### src/rtl/dir_home.sv
module dir_home #(
  parameter int NPROC = 8,
  parameter int NBLK  = 16,
  parameter int DW    = 32
) (
  input  logic                     clk,
  input  logic                     rst_n,
  input  logic                     req_valid,
  output logic                     req_ready,
  input  logic [1:0]               req_kind,
  input  logic [$clog2(NPROC)-1:0] req_src,
  input  logic [$clog2(NBLK)-1:0]  req_addr,
  input  logic [DW-1:0]            req_data,
  input  logic                     own_valid,
  input  logic [DW-1:0]            own_data,
  output logic                     msg_valid,
  output logic [1:0]               msg_kind,
  output logic [$clog2(NPROC)-1:0] msg_dst,
  output logic [$clog2(NBLK)-1:0]  msg_addr,
  output logic [DW-1:0]            msg_data
);
  localparam int PW = $clog2(NPROC);
  localparam int AW = $clog2(NBLK);

  localparam logic [1:0] K_RD = 2'd0, K_WR = 2'd1, K_WB = 2'd2;
  localparam logic [1:0] M_REPLY = 2'd0, M_INV = 2'd1, M_FETCH = 2'd2, M_FINV = 2'd3;

  typedef enum logic [1:0] {B_UNC, B_SHR, B_EXC} blk_t;
  typedef enum logic [1:0] {C_IDLE, C_INV, C_WAIT} ctl_t;

  blk_t             bst [NBLK];
  logic [NPROC-1:0] bsh [NBLK];
  logic [DW-1:0]    mem [NBLK];

  ctl_t             ctl;
  logic [PW-1:0]    p_src;
  logic [AW-1:0]    p_addr;
  logic             p_wr;
  logic [NPROC-1:0] p_mask;

  function automatic logic [PW-1:0] first_one(input logic [NPROC-1:0] v);
    first_one = '0;
    for (int i = NPROC - 1; i >= 0; i--)
      if (v[i]) first_one = PW'(i);
  endfunction

  blk_t             cur_st;
  logic [NPROC-1:0] cur_sh, req_bit, inv_mask;
  logic [PW-1:0]    inv_first, pm_first, owner;
  logic             accept;

  assign req_ready = (ctl == C_IDLE);
  assign accept    = req_valid && req_ready;
  assign cur_st    = bst[req_addr];
  assign cur_sh    = bsh[req_addr];
  assign req_bit   = NPROC'(1) << req_src;
  assign inv_mask  = cur_sh & ~req_bit;
  assign inv_first = first_one(inv_mask);
  assign pm_first  = first_one(p_mask);
  assign owner     = first_one(cur_sh);

  always_ff @(posedge clk or negedge rst_n) begin
    if (!rst_n) begin
      ctl       <= C_IDLE;
      p_src     <= '0;
      p_addr    <= '0;
      p_wr      <= 1'b0;
      p_mask    <= '0;
      msg_valid <= 1'b0;
      msg_kind  <= M_REPLY;
      msg_dst   <= '0;
      msg_addr  <= '0;
      msg_data  <= '0;
      for (int b = 0; b < NBLK; b++) begin
        bst[b] <= B_UNC;
        bsh[b] <= '0;
        mem[b] <= '0;
      end
    end else begin
      msg_valid <= 1'b0;
      case (ctl)
        C_IDLE: if (accept) begin
          p_src  <= req_src;
          p_addr <= req_addr;
          msg_addr <= req_addr;
          msg_data <= mem[req_addr];
          case (req_kind)
            K_RD: begin
              msg_valid <= 1'b1;
              if (cur_st == B_EXC) begin
                msg_kind <= M_FETCH;
                msg_dst  <= owner;
                p_wr     <= 1'b0;
                ctl      <= C_WAIT;
              end else begin
                msg_kind      <= M_REPLY;
                msg_dst       <= req_src;
                bst[req_addr] <= B_SHR;
                bsh[req_addr] <= cur_sh | req_bit;
              end
            end
            K_WR: begin
              msg_valid <= 1'b1;
              if (cur_st == B_EXC) begin
                msg_kind <= M_FINV;
                msg_dst  <= owner;
                p_wr     <= 1'b1;
                ctl      <= C_WAIT;
              end else begin
                bst[req_addr] <= B_EXC;
                bsh[req_addr] <= req_bit;
                if (cur_st == B_SHR && inv_mask != '0) begin
                  msg_kind <= M_INV;
                  msg_dst  <= inv_first;
                  p_mask   <= inv_mask & ~(NPROC'(1) << inv_first);
                  ctl      <= C_INV;
                end else begin
                  msg_kind <= M_REPLY;
                  msg_dst  <= req_src;
                end
              end
            end
            K_WB: if (cur_st == B_EXC && cur_sh == req_bit) begin
              mem[req_addr] <= req_data;
              bst[req_addr] <= B_UNC;
              bsh[req_addr] <= '0;
            end
            default: ;
          endcase
        end
        C_INV: begin
          msg_valid <= 1'b1;
          if (p_mask != '0) begin
            msg_kind <= M_INV;
            msg_dst  <= pm_first;
            p_mask   <= p_mask & ~(NPROC'(1) << pm_first);
          end else begin
            msg_kind <= M_REPLY;
            msg_dst  <= p_src;
            msg_data <= mem[p_addr];
            ctl      <= C_IDLE;
          end
        end
        C_WAIT: if (own_valid) begin
          mem[p_addr] <= own_data;
          msg_valid   <= 1'b1;
          msg_kind    <= M_REPLY;
          msg_dst     <= p_src;
          msg_data    <= own_data;
          bst[p_addr] <= p_wr ? B_EXC : B_SHR;
          bsh[p_addr] <= p_wr ? (NPROC'(1) << p_src) : (bsh[p_addr] | (NPROC'(1) << p_src));
          ctl         <= C_IDLE;
        end
        default: ctl <= C_IDLE;
      endcase
    end
  end

  p_wait_quiet_r8: assert property (@(posedge clk) disable iff (!rst_n)
    (ctl == C_WAIT && !own_valid) |=> !msg_valid);
  p_wait_reply_r5: assert property (@(posedge clk) disable iff (!rst_n)
    (ctl == C_WAIT && own_valid) |=> (msg_valid && msg_kind == M_REPLY && msg_data == $past(own_data)));
  p_inv_skip_r4: assert property (@(posedge clk) disable iff (!rst_n)
    (msg_valid && msg_kind == M_INV) |-> (msg_dst != p_src));
  p_inv_order_r4: assert property (@(posedge clk) disable iff (!rst_n)
    (msg_valid && msg_kind == M_INV) |=> (!(msg_valid && msg_kind == M_INV) || msg_dst > $past(msg_dst)));
  p_idle_accept_r8: assert property (@(posedge clk) disable iff (!rst_n)
    (ctl == C_INV) |=> (msg_valid && (msg_kind == M_INV || msg_kind == M_REPLY)));

  for (genvar b = 0; b < NBLK; b++) begin : g_chk
    p_excl_one_r6: assert property (@(posedge clk) disable iff (!rst_n)
      (bst[b] == B_EXC) |-> ($countones(bsh[b]) == 1));
    p_unc_empty_r7: assert property (@(posedge clk) disable iff (!rst_n)
      (bst[b] == B_UNC) |-> (bsh[b] == '0));
    p_shr_some_r3: assert property (@(posedge clk) disable iff (!rst_n)
      (bst[b] == B_SHR) |-> (bsh[b] != '0));
  end
endmodule

### config.mk
export PLATFORM = sky130hd
export DESIGN_NAME = dir_home
export DESIGN_NICKNAME = d
export VERILOG_FILES = /design/src/rtl/dir_home.sv
export SDC_FILE = /design/constraint.sdc
export NUM_CORES = 2
export LEC_CHECK = 0
export CAP_MARGIN = 5
export CORE_MARGIN = 2
export CORE_UTILIZATION = 45
export DETAILED_ROUTE_END_ITERATION = 10
export PLACE_DENSITY_LB_ADDON = 0.1
export SYNTH_ARGS = -nofsm -noshare
export SYNTH_HDL_FRONTEND = slang
export SYNTH_SLANG_ARGS = --single-unit
### constraint.sdc
create_clock -name clk -period 5.4 [get_ports clk]
set_input_delay 1.35 -clock clk [delete_from_list [all_inputs] [get_ports clk]]
set_output_delay 1.35 -clock clk [all_outputs]
set_load 0.01 [all_outputs]
---- Word level (Yosys, flattened, before mapping) ----
Cells that the tools add are included.
storage, ports and cells
  register bits ........................... 728
  input bits .............................. 77
  output and inout bits ................... 43
operators by class
  magnitude comparators ................... 4
  equality and inequality tests ........... 25
  shift operators ......................... 4
  multiplexer cells ....................... 118
  bitwise operators ....................... 20
  reduce and logical (&&, ||, !) cells .... 22
operators with widths
  operator                                    number
  512-bit two-way mux                         4
  512-bit bitwise mux                         2
  512-bit case mux with 2 select lines        1
  128-bit two-way mux                         5
  32-bit two-way mux                          14
  128-bit bitwise mux                         3
  128-bit case mux with 3 select lines        1
  32-bit binary-select mux with 4-bit select  2
  32-bit demux with 4-bit select              2
  128-bit case mux with 2 select lines        1
  32-bit case mux with 3 select lines         2
  128-bit bitwise AND                         1
  128-bit NOT                                 1
  8-bit two-way mux                           12
  3-bit two-way mux                           30
  8-bit binary-select mux with 4-bit select   2
  8-bit demux with 4-bit select               2
  32-bit case mux with 2 select lines         1
  16-bit bitwise AND                          2
  32-bit bitwise AND                          1
  32-bit bitwise mux                          1
  16-bit NOT                                  2
  32-bit NOT                                  1
  16-bit OR                                   2
  38 further kinds                            98

---- Depth between registers and ports, before layout ----
  depth after elaboration ................. 21
  mapped depth ............................ 18
  mapped depth without buffers ............ 12

---- Worst setup path after synthesis ----
OpenSTA, ideal clock, no wires.
  path type ............................... input port to flip-flop
  start ................................... input req_addr[0]
  end ..................................... register mem[449] in the netlist's numbering
  data arrival time ....................... 5.415 ns
  required time ........................... 5.275 ns
  setup slack ............................. -0.140 ns
  cell stages on the path ................. 17
  cells stage by stage .................... buf_2 > buf_4 > buf_1 > mux4_2 > a22oi_1 > nand2_1 > inv_1 > ha_1 > or4_1 > nor3_1 > nand4b_1 > a21oi_1 > o21ai_1 > buf_4 > nor2_4 > buf_4 > mux2_2
between the ends
  longest elaborated chain between the ends .. 10
ends and longest elaborated chain
  item                                                                                                                RTL line     RTL
  start: declaration                                                                                                  12           input logic [$clog2(NBLK)-1:0] req_addr,
  4-bit NOT with 5-bit output (implied by the code) *                                                                 54, 55, 124
  5-bit >= comparator (implied by the code) or 5-bit by 1-bit less-than comparator with 1-bit output (tied branches)  124          mem[req_addr] <= req_data;
  1-bit logical AND (implied by the code)                                                                             124
  32-bit two-way mux (implied by the code)                                                                            124
  32-bit demux with 4-bit select                                                                                      124
  512-bit bitwise mux                                                                                                 124
  512-bit two-way mux                                                                                                 123          K_WB: if (cur_st == B_EXC && cur_sh == req_bit) begin
  512-bit two-way mux                                                                                                 87           case (req_kind)
  512-bit two-way mux                                                                                                 82           C_IDLE: if (accept) begin
  512-bit case mux with 2 select lines                                                                                81           case (ctl)
  end signal: indexed assignment                                                                                      124
  end signal: indexed assignment                                                                                      145          mem[p_addr] <= own_data;
  end: declaration                                                                                                    33           logic [DW-1:0] mem [NBLK];
Mark *: on every way between the ends. The rest lies on a longest branch, timed or not. The select of a mux whose other input is x is not followed.
A chain may end at the register's enable or synchronous reset.

---- Final worst setup path ----
  start ................................... input req_addr[0]
  end ..................................... register mem[146] in the netlist's numbering
The elaborated chain is that of the path after synthesis.

==> flow_metrics.env <==
export IMPL_status="complete, no violations"
export IMPL_grt_max_degree=96
export IMPL_endpoint_kind="flip-flop"
export IMPL_max_stage_delay_ns=0.61
export IMPL_synth_cell_type_count=63
export IMPL_dr_pass1_iters=6
export IMPL_reg2reg_to="mem[146]$_DFFE_PN0P_"
export IMPL_synthFlopType="dfrtp_1"
export IMPL_syn_num_nets=3933
export IMPL_regToRegSetupSlack_ns=0.99
export IMPL_crit_slowest_cell="mux4_2"
export IMPL_drt_iter0_markers=4306
export IMPL_ant_nets=0
export IMPL_power_leakage_nw=21.7
export IMPL_cts_hold_buf=0
export IMPL_pre_cts_ws_ns=-0.278
export IMPL_clkLatencyLatePin_ns=0.69
export IMPL_worstPathRequired_ns=5.95
export IMPL_layout_drive_gt1_share=0.370
export IMPL_cts_root_buf="clkbuf_16"
export IMPL_hpwl_um=110000
export IMPL_worstRegToRegCells=14
export IMPL_synth_seq_cells=728
export IMPL_avgViaCountPerCell=7.27
export IMPL_vias=38240
export IMPL_path_buf_inv=5
export IMPL_period_minus_slack_ns=5.01
export IMPL_tightest_slew_ns=1.40
export IMPL_cts_buffers=89
export IMPL_worstPathMaxFanout=26
export IMPL_critical_path_arrival_ns=5.56
export IMPL_setup_ws_ns=0.393
export IMPL_clk_pin_slew_ns=0.06
export IMPL_synth_edf_count=0
export IMPL_finalHoldViolCount=0
export IMPL_num_nets_final=3922
export IMPL_grt_overflow_total=0
export IMPL_io_pins=120
export IMPL_ys_async_sr_fraction=1.00
export IMPL_worst_hold_path_type="reg2reg"
export IMPL_syn2layout_area_growth_pct=14.1
export IMPL_wire_per_inst_um=34.7
export IMPL_cpLargestDelayFamily="multiplexers"
export IMPL_finalCritPeriodShare=0.927
export IMPL_clockBufferDepth=3
export IMPL_die_h_um=324
export IMPL_fmax_mhz=200
export IMPL_reg2reg_from="bsh[32]$_DFFE_PN0P_"
export IMPL_core_area_um2=102000
export IMPL_antenna_found_initial=0
export IMPL_route_detailed_drc=0
export IMPL_post_cts_buffers=0
export IMPL_crit_chain="buf_8 -> mux4_2 -> mux4_2 -> inv_1 -> ha_1 -> or4_1 -> nor3_1 -> nand4b_1 -> a21oi_1 -> buf_4 -> o21ai_4 -> buf_12 -> nor2_4 -> buf_12 -> mux2_2"
export IMPL_cts_num_sinks=728
export IMPL_max_vdd_ir_drop_v=0.000281
export IMPL_whs_ns=0.477
export IMPL_drv_cap=0
export IMPL_place_congestion=0.939
export IMPL_die_x_um=324
export IMPL_routed_wl_um=183000
export IMPL_start_util=0.454
export IMPL_endpoint="mem[146]$_DFFE_PN0P_"
export IMPL_io_buffers=119
export IMPL_finalSetupViolCount=0
export IMPL_ys_warn_count=0
export IMPL_cts_htree_levels=3
export IMPL_grt_use_total=0.350
export IMPL_grt_pass1_vias=37804
export IMPL_slew_headroom=0.0559
export IMPL_finClkSkew_ns=0.0258
export IMPL_grt_first_pass_wirelength_um=269000
export IMPL_setup_worst_path_start_class="primary input"
export IMPL_synth_area_um2=46100
export IMPL_crit_cells=15
export IMPL_die_area_um2=105000
export IMPL_rows=117
export IMPL_cts_tree="done"
export IMPL_powerDensity_nw_per_um2=445
export IMPL_postSynthCellCount=3832
export IMPL_cts_resized=0
export IMPL_rsz0062_at_grt="no"
export IMPL_crit_type="in2reg"
export IMPL_seq_area_frac_synth=0.395
export IMPL_slew_viol_final=0
export IMPL_syn_avg_cell_area_um2=12.0
export IMPL_dp_cells=5098
export IMPL_fin_cells=5262
export IMPL_crit_path_start="req_addr[0]"
==> cell usage after synthesis, types with 27 or more instances <==
| cell type | count | area share |
|---|---|---|
| a21oi_1 | 65 | 0.0071 |
| a22oi_1 | 140 | 0.023 |
| buf_1 | 40 | 0.0033 |
| buf_2 | 43 | 0.0047 |
| buf_4 | 42 | 0.0068 |
| clkbuf_1 | 308 | 0.025 |
| dfrtp_1 | 728 | 0.39 |
| inv_1 | 27 | 0.0022 |
| mux2_1 | 38 | 0.0093 |
| mux2_2 | 575 | 0.14 |
| mux2_4 | 32 | 0.010 |
| mux4_2 | 392 | 0.19 |
| nand2_1 | 199 | 0.016 |
| nand3_1 | 52 | 0.0056 |
| nor2_1 | 88 | 0.0072 |
| o21ai_0 | 146 | 0.016 |
| o22a_1 | 30 | 0.0057 |
| o22ai_1 | 651 | 0.088 |
==> logic make-up (layout without fill, tap and decap cells) <==
family,count (synthesis),after routing,synth area share
flip-flops,728,728,0.395
buffers and inverters,462,522,0.0425
multiplexers,1063,1063,0.357
other,0,2,0
AND/OR/NAND/NOR,423,423,0.0416
AO/OA/AOI/OAI,1132,1132,0.157
adder cells (fa/ha/maj),24,24,0.00651
==> how the worst min path moves through the flow <==
stage                                        start                  endpoint  depth (start not counted)  slack [ns]
after floorplan               mem[161]$_DFFE_PN0P_      mem[161]$_DFFE_PN0P_                          1        0.47
after CTS                  msg_data[6]$_DFFE_PN0P_   msg_data[6]$_DFFE_PN0P_                          2        0.48
after global placement    msg_data[16]$_DFFE_PN0P_  msg_data[16]$_DFFE_PN0P_                          2        0.46
after detailed placement   msg_data[6]$_DFFE_PN0P_   msg_data[6]$_DFFE_PN0P_                          2        0.47
after global routing      msg_data[13]$_DFFE_PN0P_  msg_data[13]$_DFFE_PN0P_                          2        0.50
final                      msg_data[6]$_DFFE_PN0P_   msg_data[6]$_DFFE_PN0P_                          2        0.48
==> layout make-up <==
type / count / area [um^2]
clock buffers: 122 / 2570
multi-input cells: 2642 / 26200
fillers: 8963 / 49100
inverters: 27 / 101
well taps: 1368 / 1710
repair buffers: 333 / 3380
clock inverters: 40 / 480
diodes: 2 / 5.00
flip-flops and latches: 728 / 18200
==> worst min-delay path, delay by kind of cell (launching register included) <==
family	cells	cell delay (ns)
AO/OA/AOI/OAI	1	0.06
flip-flops	1	0.34
AND/OR/NAND/NOR	1	0.05
==> flip-flops by register name, summed over array words and instances (netlist names) <==
| signal | flops |
|---|---|
| msg_valid | 1 |
| bst | 32 |
| msg_kind | 2 |
| p_src | 3 |
| p_mask | 8 |
| msg_data | 32 |
| ctl | 2 |
| p_wr | 1 |
| msg_dst | 3 |
| p_addr | 4 |
| mem | 512 |
| bsh | 128 |
==> power by group <==
| part | internal (W) | total (W) | switching (W) |
|---|---|---|---|
| logic | 0.00377 | 0.00952 | 0.00574 |
| registers | 0.00642 | 0.00756 | 0.00113 |
| clock network | 0.00377 | 0.00638 | 0.00261 |
| total | 0.0140 | 0.0234 | 0.00949 |
==> through the flow <==
stage,util,total power [W],instance area [um^2],TNS [ns]
2_1_floorplan,-,0.0132,46100,0
3_3_place_gp,0.488,0.0169,49600,-97.14
3_5_place_dp,0.488,0.0170,49600,-118.02
4_1_cts,0.518,0.0233,52700,0
5_1_grt,0.518,0.0243,52700,0
6_report,0.518,0.0234,52700,0
==> layout by cell type, fill, tap and decap left out, drive strengths merged, types with 4 or more instances in the layout <==
cell             n
nand2          199
o22ai          651
o22a            30
and2             5
clkdlybuf4s50  114
clkbuf         123
a211oi           4
a31oi            9
ha              24
nor2            98
nor2b           15
a221o           15
or2              8
buf            218
dfrtp          728
a21o             9
mux2           645
inv             32
o211ai           5
o2bb2ai          5
nor3            10
o21ai          154
bufinv           9
nand2b          10
clkinvlp         4
a21oi           65
a22oi          140
mux4           392
clkinv          22
mux2i           26
a21boi          14
o21a             5
nand4           10
nand3           52
==> routing by layer <==
metal,vias up,part of all wire,GRT usage
li1,15288,-,-
met1,20110,0.41,0.489
met2,2312,0.45,0.526
met3,530,0.096,0.0680
met4,0,0.053,0.167
met5,-,0,0
Power figures use the tool's default switching activity.
